==> src/rtl/status_led_pkg.sv <==
package status_led_pkg;

  typedef enum logic [2:0] {
    MODE_DARK,
    MODE_HALT,
    MODE_FAULT,
    MODE_NOADDR,
    MODE_NOCOMM,
    MODE_RUN
  } ledMode_t;

  typedef struct packed {
    logic blinkLit;
  } blinkStrobe_t;

  typedef struct packed {
    logic green;
    logic red;
  } ledPair_t;

endpackage

==> src/rtl/blink_timer.sv <==
module blink_timer
  import status_led_pkg::*;
#(
  parameter int HALF_CYCLES = 10_000_000
) (
  input  logic         clk,
  input  logic         rstN,
  output blinkStrobe_t strobe
);

  localparam int CW = (HALF_CYCLES > 1) ? $clog2(HALF_CYCLES) : 1;
  localparam logic [CW-1:0] LAST = CW'(HALF_CYCLES - 1);

  logic [CW-1:0] divCnt;
  logic          phase;
  logic          wrap;

  assign wrap = (divCnt == LAST);

  always_ff @(posedge clk or negedge rstN) begin
    if (!rstN) begin
      divCnt <= '0;
      phase  <= 1'b0;
    end else if (wrap) begin
      divCnt <= '0;
      phase  <= ~phase;
    end else begin
      divCnt <= divCnt + 1'b1;
    end
  end

  assign strobe.blinkLit = phase;

endmodule

==> src/rtl/led_mode_select.sv <==
module led_mode_select
  import status_led_pkg::*;
(
  input  logic     supplyGood,
  input  logic     commOk,
  input  logic     addrValid,
  input  logic     faultN,
  input  logic     holdOrOverload,
  output ledMode_t mode
);

  always_comb begin
    if (!supplyGood)         mode = MODE_DARK;
    else if (holdOrOverload) mode = MODE_HALT;
    else if (!faultN)        mode = MODE_FAULT;
    else if (!addrValid)     mode = MODE_NOADDR;
    else if (!commOk)        mode = MODE_NOCOMM;
    else                     mode = MODE_RUN;
  end

endmodule

==> src/rtl/led_pattern_dp.sv <==
module led_pattern_dp
  import status_led_pkg::*;
(
  input  logic         clk,
  input  logic         rstN,
  input  logic         softRst,
  input  ledMode_t     mode,
  input  blinkStrobe_t strobe,
  output ledPair_t     leds
);

  ledPair_t nextLeds;

  always_comb begin
    unique case (mode)
      MODE_HALT:   nextLeds = '{green: 1'b0,            red: strobe.blinkLit};
      MODE_FAULT:  nextLeds = '{green: strobe.blinkLit, red: ~strobe.blinkLit};
      MODE_NOADDR: nextLeds = '{green: strobe.blinkLit, red: 1'b1};
      MODE_NOCOMM: nextLeds = '{green: 1'b0,            red: 1'b1};
      MODE_RUN:    nextLeds = '{green: 1'b1,            red: 1'b0};
      default:     nextLeds = '{green: 1'b0,            red: 1'b0};
    endcase
  end

  always_ff @(posedge clk or negedge rstN) begin
    if (!rstN)        leds <= '0;
    else if (softRst) leds <= '0;
    else              leds <= nextLeds;
  end

endmodule

==> src/rtl/status_led_driver.sv <==
module status_led_driver
  import status_led_pkg::*;
#(
  parameter int CLK_HZ       = 50_000_000,
  parameter int BLINK_DECIHZ = 25
) (
  input  logic clk,
  input  logic rstN,
  input  logic softRst,
  input  logic supplyGood,
  input  logic commOk,
  input  logic addrValid,
  input  logic faultN,
  input  logic holdOrOverload,
  output logic greenSink,
  output logic redSink
);

  localparam int HALF_CYCLES = (CLK_HZ * 10) / (2 * BLINK_DECIHZ);

  blinkStrobe_t strobe;
  ledMode_t     mode;
  ledPair_t     leds;

  blink_timer #(.HALF_CYCLES(HALF_CYCLES)) u_timer (
    .clk    (clk),
    .rstN   (rstN),
    .strobe (strobe)
  );

  led_mode_select u_select (
    .supplyGood     (supplyGood),
    .commOk         (commOk),
    .addrValid      (addrValid),
    .faultN         (faultN),
    .holdOrOverload (holdOrOverload),
    .mode           (mode)
  );

  led_pattern_dp u_dp (
    .clk     (clk),
    .rstN    (rstN),
    .softRst (softRst),
    .mode    (mode),
    .strobe  (strobe),
    .leds    (leds)
  );

  assign greenSink = leds.green;
  assign redSink   = leds.red;

endmodule

==> config.mk <==
export PLATFORM = sky130hd
export DESIGN_NAME = status_led_driver
export DESIGN_NICKNAME = d
export VERILOG_FILES = /design/src/rtl/status_led_pkg.sv /design/src/rtl/blink_timer.sv /design/src/rtl/led_mode_select.sv /design/src/rtl/led_pattern_dp.sv /design/src/rtl/status_led_driver.sv
export SDC_FILE = /design/constraint.sdc
export NUM_CORES = 1
export LEC_CHECK = 0
export ABC_AREA = 0
export ABC_CLOCK_PERIOD_IN_PS = 5600
export BUFFER_PORTS_ARGS = -buffer_cell sky130_fd_sc_hd__buf_2
export CORE_MARGIN = 4
export CORE_UTILIZATION = 25
export CTS_BUF_LIST = sky130_fd_sc_hd__clkbuf_8
export DETAILED_ROUTE_END_ITERATION = 10
export GPL_TIMING_DRIVEN = 0
export PLACE_DENSITY_LB_ADDON = 0.3
export SETUP_SLACK_MARGIN = 0.3
export SLEW_MARGIN = 20
export SYNTH_ARGS = -nofsm -noshare
export SYNTH_HDL_FRONTEND = slang
export SYNTH_SLANG_ARGS = --single-unit
==> constraint.sdc <==
create_clock -name clk -period 5.6 [get_ports clk]
set_input_delay 0.56 -clock clk [delete_from_list [all_inputs] [get_ports clk]]
set_output_delay 0.56 -clock clk [all_outputs]
set_load 0.05 [all_outputs]
==> results of run 1 <==
cells in the final DEF (no fill, tap or decap), types with 3 or more instances in the layout:
cell type | Yosys | layout
nor3_1 | 7 | 7
nand4_1 | 7 | 7
buf_2 | 0 | 9
xnor2_1 | 14 | 14
nor4_1 | 6 | 6
and3_1 | 3 | 3
clkbuf_8 | 0 | 3
nand2_1 | 9 | 9
dfrtp_1 | 27 | 27
a21oi_1 | 6 | 6
xor2_1 | 5 | 5
nand3_1 | 11 | 11
nor2_1 | 10 | 10
critical path: cells and delay by family (launching register included):
kind / cells / cell delay [ns]
AND/OR/NAND/NOR: 4 / 1.35
buffers and inverters: 1 / 0.47
flip-flops: 1 / 0.46
cell families after synthesis:
logic type / synth area share, %
AO/OA/AOI/OAI: 4.30
XOR/XNOR: 13.0
adder cells (fa/ha/maj): 0.977
buffers and inverters: 1.27
flip-flops: 52.8
AND/OR/NAND/NOR: 27.7
layer usage:
metal	vias up	wire, um	track usage [%]
li1	473	-	-
met1	471	1220	12.0
met2	10	1350	15.8
met3	7	58	2.26
met4	0	41	3.61
met5	-	0	0
per-stage QoR:
step	setup WS, ns	hold WS (ns)	cells	cell area (um2)	total power (uW)
floorplan	3.69	0.264	125	1280	202
CTS	3.15	0.301	205	1460	323
finish	3.18	0.275	205	1460	317
global placement	3.17	0.473	201	1410	209
global route	2.89	0.323	205	1460	336
detailed placement	3.15	0.475	201	1410	209
registers in the layout, indices dropped and copies added (netlist names):
| signal | cells |
|---|---|
| u_timer.divCnt | 24 |
| u_dp.leds | 2 |
| u_timer.strobe | 1 |
final cells by class:
type,instances,area share [%]
clock inverters,1,0.344
inverters,2,0.516
clock buffers,3,2.84
well taps,67,5.76
flip-flops and latches,27,46.4
plain buffers,2,0.602
repair buffers,9,3.10
multi-input cells,94,40.4
worst paths after layout:
check / from / endpoint / slack, ns / cells after the start
max: u_timer.divCnt[13] / u_timer.divCnt[12] / 3.18 / 5
min: rstN / u_timer.divCnt[3] / 0.27 / 1
max reg2reg: u_timer.divCnt[13] / u_timer.divCnt[12] / 3.18 / 5
min reg2reg: u_timer.divCnt[0] / u_timer.divCnt[0] / 0.49 / 1
max in group asynchronous: rstN / u_timer.divCnt[17] / 4.92 / 1
min in group clk: holdOrOverload / u_dp.leds[1] / 0.47 / 2
where the power goes:
part,total [uW],internal [uW],leakage [uW],switching [uW]
clock,112,49.9,0.0000255,62.1
combinational,9.70,2.79,0.000202,6.91
sequential,195,195,0.000362,0.0632
total,317,248,0.000590,69.1
==> results.ini, run 1 <==
[cells_and_area]
seq_area_um2=676
final_nets=148
area_growth_pct=13.7
fillerInstances=502
fin_util_pct=30.0
multi_input_area_um2=588
diodes=0
drive_gt1_share_pct=11.6

[cts]
cts_setup_buffers=0
clock_sinks=27
numCtsBuffers=3
clockBufferDepth=2
clkLatencyLatePin_ns=0.28
cts_tree=built
cts.repair.resized=0
clkTransAtPathRegs_ns=0.09
cts-hold-fix-buffers=0
root_buffer=clkbuf_8
htree_levels=1

[sta]
fin_crit_sh_pct=43.2
hold_viol_final=0
drv_slew=0
finalCriticalPeriod_ns=2.42
max_freq_mhz=413
setup_viol=0
rsz0062_at_grt=false
finalSetupTns_ns=0
finClkSkew_ns=0.00480
max_slew_margin_pct=44.3
worstMarginPinSlew_ns=0.828

[yosys]
syn_inst=125
syn_area_um2=1280
synth_cell_types=27
syn_nets=134
synth_most_common_cell=dfrtp_1
yosysSeqAreaShare_pct=52.8
ys_ff_latch=27
synth_area_leaders=dfrtp_1 53%, xnor2_1 9.6%, nand3_1 4.3%, nand4_1 3.4%, xor2_1 3.4%
synthTopCellsByCount=27 x dfrtp_1, 14 x xnor2_1, 11 x nand3_1, 10 x nor2_1, 9 x nand2_1
synth-async-reset-ratio_pct=100
ys.flop_type=dfrtp_1
synth_enable_flop_cells=0
syn_avg_cell_area_um2=10.2
yosys_warnings=0
synth_area_leader_cell=dfrtp_1
yosysTopAreaCellShare_pct=52.8

[worst_setup_path]
critPathCaptureType=flip-flop
start_kind=flip-flop
cp_max_fo=10
critical_path_arrival_ns=2.57
crit_chain=nor4b_1 -> nand3_1 -> nor4_1 -> clkbuf_1 -> nor2_1
critPathRequiredTime_ns=5.75
slowest_delay_ns=0.70
critPathKind=reg -> reg
crit_path_top_delay_cell=nor4_1

[min_path]
min_path_type=in -> async

[route]
vias=961
drtAntennaViolNets=0
wl_per_cell_um=13.0
drc_errors=0
viasPerCell=4.69
drtIter0Drc=75
dr.pass1.iters=4
postRouteWirelength_um=2670

[power_and_ir_drop]
vdd_ir_drop_max_v=0.0000842
power_density_nw_per_um2=218
leakagePower_uw=0.000590

[flow_run]
cap_violations=0

[die]
core_um2=4850
row_count=25
dieWidth_um=79.6
pin_count=10
start_util_pct=26.4
die_area_um2=6330
die_h_um=79.6

[grt]
grt_pass1_vias=1017
grt_start_max_net_pins=28
antenna_found_initial=0
grt_usage_pct=9.54
overflow=0
grt_pass1_wl_um=4750

[placement]
portBuffers=9
hpwlAfterDp_um=1930
place.gp.congestion=0.821

[run_status]
status=finished, final reports clean

No activity file was read; power rests on OpenSTA's default activity.
==> inputs of run 2 (changes only) <==
--- a/config.mk
+++ b/config.mk
@@ -5,8 +5,8 @@
 export SDC_FILE = /design/constraint.sdc
 export NUM_CORES = 1
 export LEC_CHECK = 0
-export ABC_AREA = 0
-export ABC_CLOCK_PERIOD_IN_PS = 5600
+export ABC_AREA = 1
+export ABC_CLOCK_PERIOD_IN_PS = 2500
 export BUFFER_PORTS_ARGS = -buffer_cell sky130_fd_sc_hd__buf_2
 export CORE_MARGIN = 4
 export CORE_UTILIZATION = 25
==> constraint.sdc (replaced) <==
create_clock -name clk -period 2.5 [get_ports clk]
set_input_delay 0.25 -clock clk [delete_from_list [all_inputs] [get_ports clk]]
set_output_delay 0.25 -clock clk [all_outputs]
set_load 0.05 [all_outputs]
==> run 2 against run 1 <==
  * Hold slack got worse by 0.16 ns
  * Critical endpoint is now u_timer.divCnt[19]
  * First-iteration DRC count decreased by 29%
  * Via count increased by 44%
==> results.ini, run 2 <==
[min_path]
min_path_type=in -> reg
min_path_cells=2
min-delay-start=softRst

[flow_run]
cap_violations=0

[cts]
root_buffer=clkbuf_8
clockBufferDepth=2
cts_setup_buffers=0
htree_levels=1
clkLatencyLatePin_ns=0.29
numCtsBuffers=3
cts_tree=built
clock_sinks=27
clkTransAtPathRegs_ns=0.11

[yosys]
synthTopCellsByCount=51 x nand2_1, 48 x nor2_1, 35 x inv_1, 27 x dfrtp_1, 13 x nand3_1
ys.flop_type=dfrtp_1
syn_area_um2=1650
synth_area_leaders=dfrtp_1 41%, nand2_1 12%, nor2_1 11%, inv_1 8.0%, nand3_1 4.0%
ys_ff_latch=27
yosysTopAreaCellShare_pct=41.1
synth_enable_flop_cells=0
synth_area_leader_cell=dfrtp_1
syn_inst=228
yosysSeqAreaShare_pct=41.1
syn_nets=237
yosys_warnings=0
synth_cell_types=22
syn_avg_cell_area_um2=7.22
synth-async-reset-ratio_pct=100
synth_most_common_cell=nand2_1

[cells_and_area]
top_register=u_timer.divCnt
seq_area_um2=676
diodes=0
drive_gt1_share_pct=16.1
fillerInstances=714
multi_input_area_um2=831
fin_cells=319
area_growth_pct=12.2
largest_reg_flops=24
final_nets=252
layout_common_cells=51 x nand2_1, 48 x nor2_1, 35 x inv_1, 27 x dfrtp_1, 13 x nand3_1
mostFrequentLayoutCell=nand2_1

[power_and_ir_drop]
leakagePower_uw=0.000889
power_density_nw_per_um2=397
vdd_ir_drop_max_v=0.000194

[sta]
worstMarginPinSlew_ns=0.615
drv_slew=0
finalCriticalPeriod_ns=1.56
rsz0062_at_grt=false
finalSetupTns_ns=0
max_freq_mhz=641
finClkSkew_ns=0.0158
max_slew_margin_pct=59.0
setup_viol=0
fin_crit_sh_pct=62.4
hold_viol_final=0

[worst_setup_path]
critPathLaunch=u_timer.divCnt[0]
reg2reg_depth=6
cp_max_fo=5
crit_family=simple AND/OR/NAND/NOR gates
path_buf_inv=0
slowest_delay_ns=0.41
critPathRequiredTime_ns=2.68
reg2reg_from=u_timer.divCnt[0]
crit_path_top_delay_cell=dfrtp_1
timing.critical_path.depth=6
start_kind=flip-flop
critPathKind=reg -> reg
critical_path_arrival_ns=1.74
critPathCaptureType=flip-flop
crit_chain=ha_1 -> nand2_2 -> nor3_1 -> nand3_1 -> nand2_1 -> nor2_1

[grt]
grt_start_max_net_pins=28
grt_pass1_wl_um=5930
grt_usage_pct=9.57
grt_pass1_vias=1277
antenna_found_initial=0
overflow=0

[die]
row_count=29
start_util_pct=25.8
die_area_um2=7940
dieWidth_um=89.1
core_um2=6390
pin_count=10
die_h_um=89.1

[route]
wl_per_cell_um=10.7
viasPerCell=4.34
drtAntennaViolNets=0
vias=1384
drc_errors=0
drtIter0Drc=53
postRouteWirelength_um=3410
dr.pass1.iters=4

[placement]
dpl.cell_count=314
hpwlAfterDp_um=2660
portBuffers=9
place.gp.congestion=0.778

[run_status]
status=finished, final reports clean

-- run 2: final timing paths --
path                                           end  slack (ns)
worst min-delay path                  u_dp.leds[1]        0.11
worst min register to register   u_timer.divCnt[0]        0.51
worst max-delay path            u_timer.divCnt[19]        0.94
worst max register to register  u_timer.divCnt[19]        0.94
min in group asynchronous        u_timer.divCnt[7]        0.50
max in group asynchronous       u_timer.divCnt[19]        1.58
-- run 2: logic make-up (layout without fill, tap and decap cells) --
logic type	Yosys count	after routing	synth area share, %
compound gates	7	7	2.21
xor+xnor	11	11	5.86
fa+ha+maj	1	1	0.760
buf+inv	37	51	8.44
flops	27	27	41.1
simple gates	145	145	41.7
-- run 2: stage by stage --
stage	setup WS, ns	hold WS, ns	utilization [%]	power (uW)	area [um2]
CTS	0.929	0.103	28.9	748	1850
global placement	1.00	0.311	28.0	471	1790
floorplan	1.23	-0.0456	-	453	1650
detailed placement	0.970	0.309	28.0	471	1790
finish	0.940	0.112	28.9	732	1850
global route	0.819	0.105	28.9	768	1850
-- run 2: final cells by class --
class,instances,area share [%]
clock inverters,1,0.474
well taps,77,5.22
multi-input cells,164,45.0
inverters,37,7.52
clock buffers,3,2.24
flip-flops and latches,27,36.6
repair buffers,10,2.98
-- run 2: repair_timing --
item | CTS | global route
gates resized for setup | 0 | 0
hold endpoints to repair | 17 | 0
hold buffers | 1 | 0
-- run 2: where the power goes --
part | internal (uW) | switching [uW] | total [uW]
logic | 7.41 | 17.7 | 25.1
registers | 437 | 0.135 | 437
clock network | 117 | 153 | 270
-- run 2: routing by layer --
layer	share of wire, %	GRT usage [%]
met5	0	0
met4	1.6	2.84
met3	3.0	1.66
met2	44	15.4
met1	51	13.1
